[config.mk]
export PLATFORM = sky130hd
export DESIGN_NAME = ifill_buffer
export DESIGN_NICKNAME = d
export VERILOG_FILES = /design/src/rtl/ifill_pkg.sv /design/src/rtl/ifill_lane_sel.sv /design/src/rtl/ifill_word_store.sv /design/src/rtl/ifill_buffer.sv
export SDC_FILE = /design/constraint.sdc
export NUM_CORES = 1
export LEC_CHECK = 0
export BUFFER_PORTS_ARGS = -buffer_cell sky130_fd_sc_hd__clkbuf_2
export CAP_MARGIN = 20
export CELL_PAD_IN_SITES_DETAIL_PLACEMENT = 0
export CELL_PAD_IN_SITES_GLOBAL_PLACEMENT = 1
export CORE_UTILIZATION = 50
export DETAILED_ROUTE_END_ITERATION = 10
export PLACE_DENSITY = 0.85
export SKIP_CTS_REPAIR_TIMING = 1
export SYNTH_ARGS = -nofsm -noshare
export SYNTH_HDL_FRONTEND = slang
export SYNTH_HIERARCHICAL = 1
export SYNTH_SLANG_ARGS = --single-unit
[constraint.sdc]
create_clock -name clk -period 8.5 [get_ports clk]
set_input_delay 0.425 -clock clk [delete_from_list [all_inputs] [get_ports clk]]
set_output_delay 0.425 -clock clk [all_outputs]
set_load 0.03 [all_outputs]
[src/rtl/ifill_pkg.sv]
package ifill_pkg;
    typedef enum logic [1:0] {
        ST_IDLE  = 2'd0,
        ST_REQ   = 2'd1,
        ST_FILL  = 2'd2,
        ST_DRAIN = 2'd3
    } fill_state_e;
endpackage

[src/rtl/ifill_lane_sel.sv]
// Turns one read-data beat into per-slot write enables and write words.
module ifill_lane_sel #(
    parameter int LINE_WORDS = 8,
    parameter int WORD_W     = 32,
    localparam int IDX_W     = $clog2(LINE_WORDS)
) (
    input  logic                                   beat_en,
    input  logic                                   wide,
    input  logic [IDX_W-1:0]                       wdaddr,
    input  logic [2*WORD_W-1:0]                    rd_data,
    output logic [LINE_WORDS-1:0]                  wr_en,
    output logic [LINE_WORDS-1:0][WORD_W-1:0]      wr_word
);
    for (genvar i = 0; i < LINE_WORDS; i++) begin : g_slot
        localparam logic [IDX_W-1:0] SLOT = IDX_W'(i);
        // even slots use the upper lane, odd slots the lower lane
        assign wr_en[i]   = beat_en && (wide ? (wdaddr[IDX_W-1:1] == SLOT[IDX_W-1:1])
                                             : (wdaddr == SLOT));
        assign wr_word[i] = SLOT[0] ? rd_data[WORD_W-1:0] : rd_data[2*WORD_W-1:WORD_W];
    end
endmodule

[src/rtl/ifill_word_store.sv]
// Word slots with one valid bit each.
module ifill_word_store #(
    parameter int LINE_WORDS = 8,
    parameter int WORD_W     = 32
) (
    input  logic                              clk,
    input  logic                              rst_n,
    input  logic                              clear,
    input  logic [LINE_WORDS-1:0]             wr_en,
    input  logic [LINE_WORDS-1:0][WORD_W-1:0] wr_word,
    output logic [LINE_WORDS-1:0]             valid,
    output logic [LINE_WORDS-1:0][WORD_W-1:0] words
);
    for (genvar i = 0; i < LINE_WORDS; i++) begin : g_word
        always_ff @(posedge clk or negedge rst_n) begin
            if (!rst_n) begin
                valid[i] <= 1'b0;
            end else if (clear) begin
                valid[i] <= 1'b0;
            end else if (wr_en[i]) begin
                valid[i] <= 1'b1;
            end
        end

        always_ff @(posedge clk) begin
            if (wr_en[i]) begin
                words[i] <= wr_word[i];
            end
        end
    end
endmodule

[src/rtl/ifill_buffer.sv]
module ifill_buffer #(
    parameter int ADDR_W     = 32,
    parameter int WORD_W     = 32,
    parameter int LINE_WORDS = 8,
    localparam int IDX_W     = $clog2(LINE_WORDS)
) (
    input  logic                  clk,
    input  logic                  rst_n,
    input  logic                  fetch_req,
    input  logic [ADDR_W-1:0]     fetch_addr,
    input  logic                  fetch_noncache,
    input  logic [1:0]            fetch_prio,
    input  logic                  fetch_abort,
    input  logic                  cfg_nc_line8,
    output logic                  fetch_valid,
    output logic [WORD_W-1:0]     fetch_data,
    output logic                  bus_req,
    output logic [ADDR_W-1:0]     bus_addr,
    output logic                  bus_line8,
    output logic [1:0]            bus_prio,
    output logic                  bus_abort,
    input  logic                  bus_addr_ack,
    input  logic                  bus_wide,
    input  logic                  bus_rd_ack,
    input  logic [IDX_W-1:0]      bus_rd_wdaddr,
    input  logic [2*WORD_W-1:0]   bus_rd_data,
    output logic                  line_done
);
    import ifill_pkg::*;

    localparam int BYTE_W   = $clog2(WORD_W / 8);
    localparam int LINE_LSB = BYTE_W + IDX_W;
    localparam int HALF_LSB = LINE_LSB - 1;
    localparam logic [ADDR_W-1:0] MASK_FULL = ~((ADDR_W'(1) << LINE_LSB) - ADDR_W'(1));
    localparam logic [ADDR_W-1:0] MASK_HALF = ~((ADDR_W'(1) << HALF_LSB) - ADDR_W'(1));

    fill_state_e state_q, state_d;
    logic [ADDR_W-1:0] base_q;
    logic              line8_q;
    logic [1:0]        prio_q;
    logic              live_q;

    logic                              beat_en;
    logic [LINE_WORDS-1:0]             wr_en;
    logic [LINE_WORDS-1:0][WORD_W-1:0] wr_word;
    logic [LINE_WORDS-1:0]             valid;
    logic [LINE_WORDS-1:0][WORD_W-1:0] words;
    logic [LINE_WORDS-1:0]             need;
    logic                              full_next;
    logic [IDX_W-1:0]                  fidx;
    logic                              same_line;
    logic                              buf_hit;
    logic                              bypass;
    logic                              miss_start;
    logic                              new_line8;

    assign beat_en = bus_rd_ack && (state_q == ST_FILL || state_q == ST_DRAIN);

    ifill_lane_sel #(.LINE_WORDS(LINE_WORDS), .WORD_W(WORD_W)) u_lane (
        .beat_en (beat_en),
        .wide    (bus_wide),
        .wdaddr  (bus_rd_wdaddr),
        .rd_data (bus_rd_data),
        .wr_en   (wr_en),
        .wr_word (wr_word)
    );

    ifill_word_store #(.LINE_WORDS(LINE_WORDS), .WORD_W(WORD_W)) u_store (
        .clk     (clk),
        .rst_n   (rst_n),
        .clear   (miss_start),
        .wr_en   (wr_en),
        .wr_word (wr_word),
        .valid   (valid),
        .words   (words)
    );

    // slots that belong to the current line
    for (genvar i = 0; i < LINE_WORDS; i++) begin : g_need
        localparam logic [IDX_W-1:0] SLOT = IDX_W'(i);
        assign need[i] = line8_q || (SLOT[IDX_W-1] == base_q[HALF_LSB]);
    end

    assign full_next = &((valid | wr_en) | ~need);
    assign fidx      = fetch_addr[LINE_LSB-1:BYTE_W];
    assign same_line = line8_q ? (fetch_addr[ADDR_W-1:LINE_LSB] == base_q[ADDR_W-1:LINE_LSB])
                               : (fetch_addr[ADDR_W-1:HALF_LSB] == base_q[ADDR_W-1:HALF_LSB]);
    assign buf_hit   = fetch_req && same_line && valid[fidx] &&
                       ((state_q == ST_FILL && !fetch_abort) || (state_q == ST_IDLE && live_q));
    assign bypass    = fetch_req && same_line && wr_en[fidx] &&
                       state_q == ST_FILL && !fetch_abort;
    assign miss_start = (state_q == ST_IDLE) && fetch_req && !buf_hit;
    assign new_line8  = !fetch_noncache || cfg_nc_line8;

    always_comb begin
        state_d = state_q;
        unique case (state_q)
            ST_IDLE:  if (miss_start) state_d = ST_REQ;
            ST_REQ: begin
                if (bus_addr_ack)     state_d = fetch_abort ? ST_DRAIN : ST_FILL;
                else if (fetch_abort) state_d = ST_IDLE;
            end
            ST_FILL: begin
                if (fetch_abort)    state_d = full_next ? ST_IDLE : ST_DRAIN;
                else if (full_next) state_d = ST_IDLE;
            end
            ST_DRAIN: if (full_next) state_d = ST_IDLE;
            default:  state_d = ST_IDLE;
        endcase
    end

    always_ff @(posedge clk or negedge rst_n) begin
        if (!rst_n) begin
            state_q <= ST_IDLE;
            base_q  <= '0;
            line8_q <= 1'b0;
            prio_q  <= 2'b00;
            live_q  <= 1'b0;
        end else begin
            state_q <= state_d;
            if (miss_start) begin
                base_q  <= fetch_addr & (new_line8 ? MASK_FULL : MASK_HALF);
                line8_q <= new_line8;
                prio_q  <= fetch_prio;
                live_q  <= 1'b0;
            end else if (state_q == ST_FILL && !fetch_abort && full_next) begin
                live_q  <= 1'b1;
            end
        end
    end

    always_comb begin
        bus_req     = (state_q == ST_REQ);
        bus_addr    = base_q;
        bus_line8   = line8_q;
        bus_prio    = prio_q;
        bus_abort   = fetch_abort && (state_q == ST_REQ || state_q == ST_FILL);
        fetch_valid = buf_hit || bypass;
        fetch_data  = bypass ? wr_word[fidx] : words[fidx];
        line_done   = (state_q == ST_IDLE) && live_q;
    end
endmodule

==> run metrics, run 1 <==
Die X=181 um; sw power=0.00110 W; cell internal pwr=0.00282 W; Synth top area share=47.9%; largest net degree at the start of global routing=80; ANT cells=0; Overflow after GRT=0; largest area contributor in the netlist=edfxtp_1; commonest cells after routing, fill and taps aside=edfxtp_1 (256), clkbuf_2 (171), mux4_2 (128); initial antenna violation count=2; CP max FO=35; post-route ant nets=0; CTS H-tree depth=1; Final Hold Fails=0; final WL=27.7 mm; Rel. slew slack=34.7%; RSZ-0062 raised after global routing=false; max_cap viols=0; share of cells above drive strength 1=43.8%; vias in the first global route=7613; Seq/Total Area, Yosys=54.4%; fmax=211 MHz; crit path DAT=4.30 ns; Clock Skew=0.0100 ns; Starting Density=50.9%; drt drc=0; Yosys reg bits=298; worst slew pin tran=0.980 ns; clk_lat worst skew=0.53 ns; IO buf count=174; post-layout util=51.9%; Syn Area/Cell=16.3 um^2; count of cell types in the netlist=38; share of power burned in combinational logic=21.7%; Worst Hold End=bus_prio[1]; clock transition at the registers of the reported paths=0.06 ns; global-route wire length before repair=43.3 mm; largest cells by area after synthesis=edfxtp_1 (48%), mux4_2 (18%), buf_4 (12%); Pwr Density=239 mW/mm^2; Flop pwr share=46.2%; Row Count=65; Reg2Reg Setup Slack=4.97 ns; CTS tree=done; Sw Ratio=28.0%; Avg WL per Cell=20.9 um; CP Capture Type=output pin; Clk pwr share=32.1%; CTS sink count=298; DR vias/cell=5.57; Syn. warnings=6; # nets final=1019; initial drt markers=487; DRT Pass-1 Iters=5; Setup Viol. Count Final=0; total global-route track usage=17.0%; die area=0.0328 mm^2; min-delay src=fetch_prio[1]; Final period util=55.6%; post-DP HPWL=16.1 mm; Hold Path Depth=2; io pins=181; FF-to-FF Start=state_q[0]; clock root buffer=clkbuf_16; minimum clock period=4.73 ns; design area=0.0164 mm^2; reg-to-reg endpoint=state_q[0]; Hold Crit Class=in -> reg; status=complete, no violations; Max VDD drop=0.248 mV; placer congestion estimate=0.724; CORE AREA=0.0316 mm^2; CTS Buffer Depth=3; R2R cell count=13; critical path required time=8.08 ns; most common cell after layout, fill and taps aside=edfxtp_1; startpoint types=flop; Mapped Cells=985; Synth-to-Final Area Change=2.06%; Final Max Slew Viols=0; Post-Place Cell Area=0.0154 mm^2; Static Leakage=6.25 nW; Worst Setup Path Type=reg -> out; Num CTS Buffers=29; area of the mapped netlist=0.0161 mm^2; total negative slack=0 ns; DR vias=7382; die height=181 um
-- stage by stage --
step	total power (W)	hold WS, ns	setup WS, ns	instances
finish	0.00392	0.117	3.77	1325
global route	0.00407	0.107	3.37	1325
CTS	0.00395	0.0885	3.70	1322
detailed placement	0.00269	0.481	4.09	1272
global placement	0.00268	0.474	4.05	1272
floorplan	0.00254	0.129	2.99	988
-- cells in the mapped netlist (all sizes together) --
cell type	instances
nand3b	2
xnor2	28
a21oi	3
a22oi	2
or3b	1
ha	5
a211oi	2
o31ai	1
nand2	7
a2bb2oi	1
o21a	1
and2	1
nand4	9
a22o	1
conb	1
nor4b	1
o21ba	8
nor3	2
nor3b	1
nand3	3
inv	6
o22ai	4
mux2	32
o211ai	1
nor2b	4
nand2b	2
dfrtp	42
mux2i	105
mux4	128
clkbuf	17
nor4	3
buf	288
nor2	17
edfxtp	256
-- worst max-delay path, stage by stage (launching register included) --
cell and delay, ns:
dfrtp_1 0.40, inv_1 0.15, ha_1 0.24, nor2_1 0.09, nor2b_1 0.21, nand3_1 0.22
nor2_4 0.12, buf_4 0.49, mux2i_1 0.16, a21oi_1 0.17, nand4_1 0.14, nand3b_1 0.24
buf_4 0.35, mux2i_1 0.19, mux2i_1 0.29, clkbuf_2 0.27
-- flip-flops by register name, summed over array words and instances (netlist names) --
register       flops
bus_addr          28
u_store/words    256
bus_prio           2
u_store/valid      8
state_q            2
live_q             1
bus_line8          1
-- final cells by class --
class,count,area [um^2]
timing repair buffer,190,1030
sequential,298,8740
clock inverter,19,199
tap,402,503
clock buffer,31,733
fill,2516,15200
inverter,6,22.5
multi-input combinational,379,5160
-- power by group through the flow --
stage	clock network (W)	registers (W)	logic, W
2_1_floorplan	0	0.00198	0.000558
3_3_place_gp	0	0.00183	0.000842
3_5_place_dp	0	0.00184	0.000852
4_1_cts	0.00129	0.00181	0.000854
5_1_grt	0.00134	0.00182	0.000911
6_report	0.00126	0.00181	0.000848
-- cells by family after synthesis --
kind of cell / Yosys count / synth area share (%)
simple gates: 53 / 1.78
other cells: 1 / 0.0233
fa+ha+maj: 5 / 0.390
flops: 298 / 54.4
buf+inv: 311 / 13.9
mux: 265 / 26.7
compound gates: 24 / 1.27
xor+xnor: 28 / 1.53
-- layer usage --
metal | GRT usage (%) | up-vias | share of wire, %
met1 | 22.4 | 3749 | 41
li1 | - | 3376 | -
met4 | 4.24 | 2 | 1.8
met3 | 3.20 | 45 | 5.8
met5 | 0 | - | 0.040
met2 | 29.3 | 210 | 51
-- worst max-delay path by stage --
stage | from | endpoint | slack (ns)
2_1_floorplan | state_q[0] | fetch_data[0] | 2.99
3_3_place_gp | fetch_addr[2] | fetch_data[19] | 4.05
3_5_place_dp | fetch_addr[2] | fetch_data[31] | 4.09
4_1_cts | state_q[0] | fetch_data[23] | 3.70
5_1_grt | state_q[0] | fetch_data[3] | 3.37
6_report | state_q[0] | fetch_data[3] | 3.77
No activity file was read; power rests on OpenSTA's default activity.
==> run 2: changes to the inputs <==
clock period = 4.8 ns   (was 8.5 ns; I/O delays follow)
==> run metrics, run 2 (same netlist as run 1, synthesis figures left out) <==
DR vias=7792 (+5.6%); FF-to-FF Start=state_q[0]; clock transition at the registers of the reported paths=0.06 ns (about the same); Reg2Reg Setup Slack=1.31 ns (-3.66 ns); RSZ-0062 raised after global routing=false; Worst Hold End=u_store/words[177]; io pins=181 (unchanged); Hold Slack=-0.0252 ns (-0.142 ns); Critical path buffers and inverters=3 (-1); fmax=244 MHz; clock root buffer=clkbuf_16; Max VDD drop=0.401 mV (+62%); design area=0.0173 mm^2 (+5.6%); Flop pwr share=44.6% (-1.6 points); reg-to-reg endpoint=state_q[0]; CP max FO=64 (+83%); most common cell after layout, fill and taps aside=edfxtp_1; Post-Place Cell Area=0.0154 mm^2 (+0.18%); post-route ant nets=0 (unchanged); initial drt markers=427 (-12%); total negative slack=0 ns (unchanged); share of cells above drive strength 1=40.1% (-3.7 points); Setup Viol. Count Final=0 (unchanged); Static Leakage=6.64 nW (+6.3%); Hold Path Depth=1 (-1); largest net degree at the start of global routing=69 (-14%); critical path required time=4.56 ns (-3.52 ns); total global-route track usage=17.5% (+0.50 points); CTS sink count=298 (unchanged); worst slew pin tran=0.908 ns (-0.0726 ns); Row Count=65 (unchanged); final WL=29.2 mm (+5.5%); Pwr Total=0.00719 W (+84%); Avg WL per Cell=20.7 um (-0.90%); Sw Ratio=27.5% (-0.48 points); Overflow after GRT=0 (unchanged); Clock Skew=0.0114 ns (+0.00136 ns); drt drc=0 (unchanged); Final Hold Fails=29 (+29); DRT Pass-1 Iters=4 (-1); Pwr Density=415 mW/mm^2 (+74%); IO buf count=174 (unchanged); Hold Crit Class=in -> reg; Num CTS Buffers=30 (+3.4%); violated checks=negative hold slack; Rel. slew slack=39.5% (+4.8 points); commonest cells after routing, fill and taps aside=edfxtp_1 (256), clkbuf_2 (171), mux4_2 (128); CP Capture Type=output pin; Final period util=85.4%; Reg with most FFs=u_store/words; max reg flops=256 (unchanged); CTS tree=done; Final Max Slew Viols=0 (unchanged); global-route wire length before repair=44.4 mm (+2.5%); minimum clock period=4.10 ns; Top delay family on crit path=simple AND/OR/NAND/NOR gates; crit path DAT=3.86 ns (-0.44 ns); Starting Density=50.9% (unchanged); placer congestion estimate=0.700 (-3.4%); Clk pwr share=33.8% (+1.7 points); most frequent CP cell=mux2i_1; CTS H-tree depth=1 (unchanged); cell internal pwr=0.00521 W (+85%); CTS Buffer Depth=3 (unchanged); die area=0.0328 mm^2 (unchanged); min-delay src=bus_rd_data[17]; DR vias/cell=5.52 (-0.88%); vias in the first global route=7925 (+4.1%); initial antenna violation count=1 (-1); Worst path slowest cell=or3b_1; post-DP HPWL=16.4 mm (+2.2%); # nets final=1100 (+7.9%); R2R cell count=13 (unchanged); status=complete, but fails checks; CP Cell Sequence=inv_1 -> ha_1 -> nor2_1 -> nor2b_1 -> or3b_1 -> nor2_4 -> mux2i_1 -> nand2_1 -> nand4_1 -> nand3b_1 -> buf_12 -> mux2i_1 -> mux2i_1 -> clkbuf_2; die height=181 um (unchanged); Synth-to-Final Area Change=7.83%; Worst Setup Path Type=reg -> out; max_cap viols=0 (unchanged); CORE AREA=0.0316 mm^2 (unchanged); sw power=0.00198 W (+80%); clk_lat worst skew=0.55 ns (+0.02 ns); Die X=181 um (unchanged); Worst path max stage delay=0.47 ns (-0.02 ns); startpoint types=flop; share of power burned in combinational logic=21.6% (about the same)
## run 2: cell types whose count changed in the layout (fill, tap and decap cells not counted), sizes merged
cell	before	now
clkinvlp	3	1
clkbuf	203	208
dlygate4sd3	1	82
bufinv	4	6
buf	17	16
diode	0	1
## run 2: per-layer routing
metal | up-vias | global-route usage (%) | routed length, um
met5 | - | 0 | 0
met4 | 0 | 4.92 | 626
met3 | 49 | 3.61 | 1470
met2 | 199 | 30.7 | 15100
met1 | 3994 | 22.1 | 12100
li1 | 3550 | - | -
## run 2: worst max path at each step
stage,cells past startpoint,startpoint,to
6_report,14,state_q[0],fetch_data[1]
5_1_grt,14,state_q[0],fetch_data[1]
4_1_cts,14,state_q[0],fetch_data[1]
2_1_floorplan,14,state_q[0],fetch_data[0]
3_5_place_dp,14,state_q[0],fetch_data[1]
3_3_place_gp,14,state_q[0],fetch_data[1]
## run 2: metrics by stage
step / utilization [%] / instances / worst slack, ns
finish: 54.9 / 1411 / 0.702
global route: 54.9 / 1411 / 0.394
CTS: 52.2 / 1327 / 0.669
detailed placement: 48.9 / 1272 / 1.27
global placement: 48.9 / 1272 / 1.31
floorplan: - / 988 / 0.193
## run 2: power by group through the flow
stage / clock network (W) / logic (W) / registers [W]
floorplan: 0 / 0.000988 / 0.00350
global placement: 0 / 0.00150 / 0.00324
detailed placement: 0 / 0.00152 / 0.00326
CTS: 0.00249 / 0.00152 / 0.00321
global route: 0.00256 / 0.00168 / 0.00324
finish: 0.00243 / 0.00156 / 0.00321
## run 2: layout make-up
| class | count | area, um^2 |
|---|---|---|
| tap | 402 | 503 |
| fill | 2446 | 14200 |
| sequential | 298 | 8740 |
| multi-input combinational | 379 | 5170 |
| clock inverter | 19 | 243 |
| timing repair buffer | 270 | 1840 |
| clock buffer | 36 | 795 |
| inverter | 6 | 22.5 |
| antenna | 1 | 2.50 |
